### src/rtl/fp_exc_pkg.sv
// Package: field layout and shared types of the floating-point exception
// status register. Positions are data-bus indices (numbered bit k = index 31-k).
// Assumes exception order inexact, underflow, div-by-zero, overflow, invalid
// from high to low index inside every five-bit field.
package fp_exc_pkg;
    localparam int XLEN      = 32;
    localparam int NUM_EXC   = 5;
    localparam int RM_W      = 2;

    localparam int POS_SUM    = 31;
    localparam int POS_STK_HI = 30;
    localparam int POS_EN_HI  = 14;
    localparam int POS_FLUSH  = 8;
    localparam int POS_UNIMPL = 7;
    localparam int POS_CAU_HI = 6;
    localparam int POS_RM_HI  = 1;

    localparam int POS_STK_LO = POS_STK_HI - NUM_EXC + 1;
    localparam int POS_EN_LO  = POS_EN_HI - NUM_EXC + 1;
    localparam int POS_CAU_LO = POS_CAU_HI - NUM_EXC + 1;

    // Exceptions that contribute to the summary bit: all but inexact (MSB).
    localparam logic [NUM_EXC-1:0] SUM_MASK = {1'b0, {(NUM_EXC-1){1'b1}}};

    typedef logic [NUM_EXC-1:0] exc_vec_t;
    typedef logic [RM_W-1:0]    rmode_t;
endpackage

### src/rtl/fp_exc_sticky_bank.sv
// Sticky exception flags, one flop per exception built by generate.
// Hardware can only set a flag; software loads the whole field.
// Assumes a hardware set wins over a software value in the same cycle.
module fp_exc_sticky_bank #(
    parameter int N = 5
) (
    input  logic         clk,
    input  logic         rst_n,
    input  logic         sw_load,
    input  logic [N-1:0] sw_val,
    input  logic         hw_set_en,
    input  logic [N-1:0] hw_set,
    output logic [N-1:0] flags
);
    for (genvar g = 0; g < N; g++) begin : g_flag
        // One flag: reset, hardware set, then software load.
        always_ff @(posedge clk) begin
            if (!rst_n) begin
                flags[g] <= 1'b0;
            end else if (hw_set_en && hw_set[g]) begin
                flags[g] <= 1'b1;
            end else if (sw_load) begin
                flags[g] <= sw_val[g];
            end
        end
    end
endmodule

### src/rtl/fp_exc_ctrl_regs.sv
// Enables, flush control, rounding mode and per-operation cause bits.
// Causes follow the completed operation; software may write them otherwise.
// Assumes an operation completion has priority over software for causes.
module fp_exc_ctrl_regs
    import fp_exc_pkg::*;
(
    input  logic     clk,
    input  logic     rst_n,
    input  logic     sw_load,
    input  exc_vec_t sw_en,
    input  logic     sw_flush,
    input  rmode_t   sw_rm,
    input  exc_vec_t sw_cause,
    input  logic     sw_unimpl,
    input  logic     op_done,
    input  exc_vec_t op_exc,
    input  logic     op_unimpl,
    output exc_vec_t en,
    output logic     flush,
    output rmode_t   rm,
    output exc_vec_t cause,
    output logic     unimpl
);
    // Software-only configuration fields.
    always_ff @(posedge clk) begin
        if (!rst_n) begin
            en    <= '0;
            flush <= 1'b0;
            rm    <= '0;
        end else if (sw_load) begin
            en    <= sw_en;
            flush <= sw_flush;
            rm    <= sw_rm;
        end
    end

    // Cause bits: overwritten by each completed operation.
    always_ff @(posedge clk) begin
        if (!rst_n) begin
            cause  <= '0;
            unimpl <= 1'b0;
        end else if (op_done) begin
            cause  <= op_exc;
            unimpl <= op_unimpl;
        end else if (sw_load) begin
            cause  <= sw_cause;
            unimpl <= sw_unimpl;
        end
    end
endmodule

### src/rtl/fp_exc_trap_eval.sv
// Trap request: any cause with its enable set, or an unimplemented operation.
// Assumes inputs come straight from registers, so the output is glitch-safe
// for a synchronous consumer.
module fp_exc_trap_eval #(
    parameter int N = 5
) (
    input  logic [N-1:0] cause,
    input  logic [N-1:0] en,
    input  logic         unimpl,
    output logic         trap
);
    // Combine masked causes with the unconditional unimplemented cause.
    always_comb begin
        trap = unimpl;
        for (int i = 0; i < N; i++) begin
            trap = trap | (cause[i] & en[i]);
        end
    end
endmodule

### src/rtl/fp_exc_read_mux.sv
// Assembles the 32-bit read word and the summary bit.
// Assumes every position not listed in the package reads as zero.
module fp_exc_read_mux
    import fp_exc_pkg::*;
(
    input  exc_vec_t          sticky,
    input  exc_vec_t          en,
    input  logic              flush,
    input  rmode_t            rm,
    input  exc_vec_t          cause,
    input  logic              unimpl,
    output logic [XLEN-1:0]   word
);
    // Place each field; summary leaves out the inexact flag.
    always_comb begin
        word                         = '0;
        word[POS_SUM]                = |(sticky & SUM_MASK);
        word[POS_STK_HI:POS_STK_LO]  = sticky;
        word[POS_EN_HI:POS_EN_LO]    = en;
        word[POS_FLUSH]              = flush;
        word[POS_UNIMPL]             = unimpl;
        word[POS_CAU_HI:POS_CAU_LO]  = cause;
        word[POS_RM_HI:0]            = rm;
    end
endmodule

### src/rtl/fp_exc_status_reg.sv
// Top: floating-point exception status and control register.
// Records completed-operation exceptions as sticky flags and cause bits,
// exposes enables, flush control and rounding mode, and raises a trap request.
// Assumes op_exc/op_unimpl are valid only while op_done is high.
module fp_exc_status_reg
    import fp_exc_pkg::*;
(
    input  logic             clk,
    input  logic             rst_n,
    input  logic             sw_wr_en,
    input  logic [XLEN-1:0]  sw_wr_data,
    output logic [XLEN-1:0]  sw_rd_data,
    input  logic             op_done,
    input  logic [NUM_EXC-1:0] op_exc,
    input  logic             op_unimpl,
    output logic [RM_W-1:0]  round_mode,
    output logic             flush_zero,
    output logic             trap_req
);
    exc_vec_t sticky, en, cause;
    logic     flush, unimpl;
    rmode_t   rm;

    fp_exc_sticky_bank #(.N(NUM_EXC)) u_sticky (
        .clk       (clk),
        .rst_n     (rst_n),
        .sw_load   (sw_wr_en),
        .sw_val    (sw_wr_data[POS_STK_HI:POS_STK_LO]),
        .hw_set_en (op_done),
        .hw_set    (op_exc),
        .flags     (sticky)
    );

    fp_exc_ctrl_regs u_ctrl (
        .clk       (clk),
        .rst_n     (rst_n),
        .sw_load   (sw_wr_en),
        .sw_en     (sw_wr_data[POS_EN_HI:POS_EN_LO]),
        .sw_flush  (sw_wr_data[POS_FLUSH]),
        .sw_rm     (sw_wr_data[POS_RM_HI:0]),
        .sw_cause  (sw_wr_data[POS_CAU_HI:POS_CAU_LO]),
        .sw_unimpl (sw_wr_data[POS_UNIMPL]),
        .op_done   (op_done),
        .op_exc    (op_exc),
        .op_unimpl (op_unimpl),
        .en        (en),
        .flush     (flush),
        .rm        (rm),
        .cause     (cause),
        .unimpl    (unimpl)
    );

    fp_exc_trap_eval #(.N(NUM_EXC)) u_trap (
        .cause  (cause),
        .en     (en),
        .unimpl (unimpl),
        .trap   (trap_req)
    );

    fp_exc_read_mux u_rd (
        .sticky (sticky),
        .en     (en),
        .flush  (flush),
        .rm     (rm),
        .cause  (cause),
        .unimpl (unimpl),
        .word   (sw_rd_data)
    );

    assign round_mode = rm;
    assign flush_zero = flush;
endmodule

### config.mk
export PLATFORM = sky130hd
export DESIGN_NAME = fp_exc_status_reg
export DESIGN_NICKNAME = d
export VERILOG_FILES = /design/src/rtl/fp_exc_pkg.sv /design/src/rtl/fp_exc_sticky_bank.sv /design/src/rtl/fp_exc_ctrl_regs.sv /design/src/rtl/fp_exc_trap_eval.sv /design/src/rtl/fp_exc_read_mux.sv /design/src/rtl/fp_exc_status_reg.sv
export SDC_FILE = /design/constraint.sdc
export NUM_CORES = 1
export LEC_CHECK = 0
export BUFFER_PORTS_ARGS = -buffer_cell sky130_fd_sc_hd__buf_4
export CAP_MARGIN = 10
export CORE_MARGIN = 2
export CORE_UTILIZATION = 30
export DETAILED_ROUTE_END_ITERATION = 16
export GPL_TIMING_DRIVEN = 0
export PLACE_DENSITY = 0.64
export SLEW_MARGIN = 25
export SYNTH_ARGS = -nofsm -noshare
export SYNTH_HDL_FRONTEND = slang
export SYNTH_HIERARCHICAL = 1
export SYNTH_SLANG_ARGS = --single-unit
### constraint.sdc
create_clock -name clk -period 0.89 [get_ports clk]
set_input_delay 0.1335 -clock clk [delete_from_list [all_inputs] [get_ports clk]]
set_output_delay 0.1335 -clock clk [all_outputs]
set_load 0.01 [all_outputs]
==> run metrics <==
CTS Sinks=19; Syn Area/Cell=~10 um2; Leakage Power=0.935 nW; initial DRC count=7; core area=3610 um2; Worst-Skew Late Latency=0.24 ns; WP buf/inv=1; Synth Instances=110; grt ovf=0; Synth warnings=6; fmax=0.735 GHz; RSZ-0062 raised after global routing=true; net load switching power=0.000551 W; leading area contributor after synthesis=dfxtp_1; Ports=78; M3 GR Usage=approximately 3.1%; delay of the slowest critical-path stage=0.52 ns; final worst slack=-0.471 ns; CP required=0.76 ns; clock power share=~25%; met1 Use GR=15.6%; GP Congestion=slightly above 0.7; final period demand of the worst path=around 1.4 ns; RR Startpoint=u_ctrl/cause[0]$_SDFFE_PN0P_; cts bufs inserted=3; FILL cells=357; netlist area before placement=around 1100 um2; share of the synthesized area in the top cell type=between 30% and 40%; die footprint=4200 um2; Seq/Total Area, Yosys=34.3%; vias in the first global route=852; Tot GR Track Use=about an eighth; CP cell instances=or4_4 -> buf_6; outcome=finished, violations left; post-synthesis cell type count=18; R2R setup slack=-0.02 ns; commonest cells after routing, fill and taps aside=42 x buf_4, 39 x buf_6, 18 x dfxtp_2; wire per inst=11.3 um; Hold Crit Class=in2reg; Int Pwr=0.00171 W; cell family with most CP delay=simple AND/OR/NAND/NOR gates; CP startpoint=u_sticky/flags[2]$_SDFFE_PN0P_; initial antenna violation count=0; final std cells w/o fill=222; reg-to-reg critical path endpoint=u_ctrl/cause[0]$_SDFFE_PN0P_; crit start category=register; max_cap viols=0; Setup Viol. Count Final=22; combinational share of power=31.2%; clock skew=0 ns; Std-Cell Rows=22; post-route ant nets=0; busiest grt layer=met2; CP max FO=2; switching portion of total power=24.4%; PwrDens=~1200 nW/um2; post-DR vias/cell=3.96; Worst VDD drop=543 uV; placed cell count=220; Max Buffers Root-to-Sink=2; Clock Pin Slew Worst Setup and Hold Paths=roughly 0.070 ns; Crit path depth=2; Final Hold Viols=0; cell at the slowest stage of the critical path=or4_4; Post-Route WL=around 2500 um; Die Wd=64.8 um; worst min-delay path startpoint=op_exc[4]; Post-layout nets=217; failing checks=negative setup slack; CTS tree=done; PortBufs=51; M2 GR Usage=21.1%; Area Growth Syn to Fin=64.0%; Post-DP Area=~1600 um2; sequential share of power=between 40% and 50%; commonest non-fill, non-tap cell in the layout=buf_4; Starting Density=30.7%; CTS Root Buffer Type=clkbuf_8; WS Path Type=reg2out; # DRC=0; first-pass GRT wire length=around 4000 um; via count=879; Worst Path Arrival=1.23 ns; fraction of layout instances using a drive strength above 1=66.7%; first-pass iteration count of the detailed router=2; final worst path period share=153%; Antenna Cells=0; pin count of the biggest net entering global routing=11; CP endpoint kind=output pin; # hold bufs at CTS=0; synth top area cells=dfxtp_1 34%, buf_4 21%, mux2i_1 12%; Yosys reg bits=19; Reg2Reg Depth=2; H-tree depth=1; TNS Setup=-1.58 ns; detailed placement HPWL=1930 um; Max Slew Vio Count=0; final instance area=1820 um2; Critical path destination=sw_rd_data[31]; Die Span Y=64.8 um
[worst reg2reg max path, cell delays in order (launching register included)]
cell	delay [ns]
dfxtp_4	0.36
mux2_2	0.25
o211a_1	0.20
[cells in the mapped netlist]
cell type,count
buf_12,1
a22oi_1,2
nand2b_1,6
conb_1,1
nor2b_1,8
buf_4,31
buf_6,2
o211a_1,6
nand3_1,1
a21boi_1,5
dfxtp_1,19
mux2_2,4
mux2_4,2
mux2i_1,13
nand2_1,5
clkbuf_1,2
or4_1,1
a21oi_1,1
[kinds of logic after synthesis]
| group | synth area share (%) |
|---|---|
| AND/OR/NAND/NOR | 10.7 |
| buffers and inverters | 25.5 |
| other | 0.338 |
| AO/OA/AOI/OAI | 10.6 |
| multiplexers | 18.5 |
| flip-flops | 34.3 |
[metrics by stage]
step	power [W]	util [%]	hold WS (ns)	setup slack [ns]
after floorplan	0.00133	-	0.262	-0.0792
after global placement	0.00158	44.4	0.399	-0.221
after detailed placement	0.00159	44.4	0.404	-0.213
after CTS	0.00228	49.5	0.136	-0.480
after global routing	0.00239	50.4	0.145	-0.499
final	0.00226	50.4	0.140	-0.471
[state kept, by name, indices dropped and copies added (netlist names)]
name,cells
u_ctrl/cause,5
u_ctrl/en,5
u_sticky/flags,5
u_ctrl/rm,2
u_ctrl/flush,1
u_ctrl/unimpl,1
[timing repair]
action / in CTS / in global routing
resized for setup: 55 / 11
pin swaps: 2 / 3
endpoints found under the setup margin: 25 / 24
buffers inserted: 7 / 6
[cell type report]
class                   count  area, um2  share of cell area (%)
multi-input cells          66        509                    28.0
well taps                  48       60.1                    3.30
flip-flops and latches     19        407                    22.4
clock buffers               4       45.0                    2.48
repair buffers             62        586                    32.2
plain buffers              23        211                    11.6
[per-layer routing]
| metal | wire [um] | vias to the layer above | share of wire, % |
|---|---|---|---|
| li1 | - | 457 | - |
| met1 | 1050 | 380 | 42 |
| met2 | 1230 | 42 | 49 |
| met3 | 221 | 0 | 8.8 |
| met4 | 0 | 0 | 0 |
| met5 | 0 | - | 0 |
[power groups by stage]
stage                     registers, W  logic, W  clock network [W]
after CTS                     0.000979  0.000690           0.000609
after detailed placement      0.000975  0.000617                  0
after floorplan               0.000967  0.000367                  0
after global routing          0.000987  0.000762           0.000639
final                         0.000980  0.000706           0.000574
after global placement        0.000973  0.000610                  0
[worst min-delay path by stage]
stage	endpoint	depth (start not counted)
floorplan	u_ctrl/en[1]$_SDFFE_PN0P_	1
global placement	u_ctrl/flush$_SDFFE_PN0P_	3
detailed placement	u_ctrl/en[4]$_SDFFE_PN0P_	3
CTS	u_sticky/flags[4]$_SDFFE_PN0P_	3
global route	u_sticky/flags[1]$_SDFFE_PN0P_	3
finish	u_sticky/flags[4]$_SDFFE_PN0P_	3
Note: power is estimated with default switching activity, not from simulation.
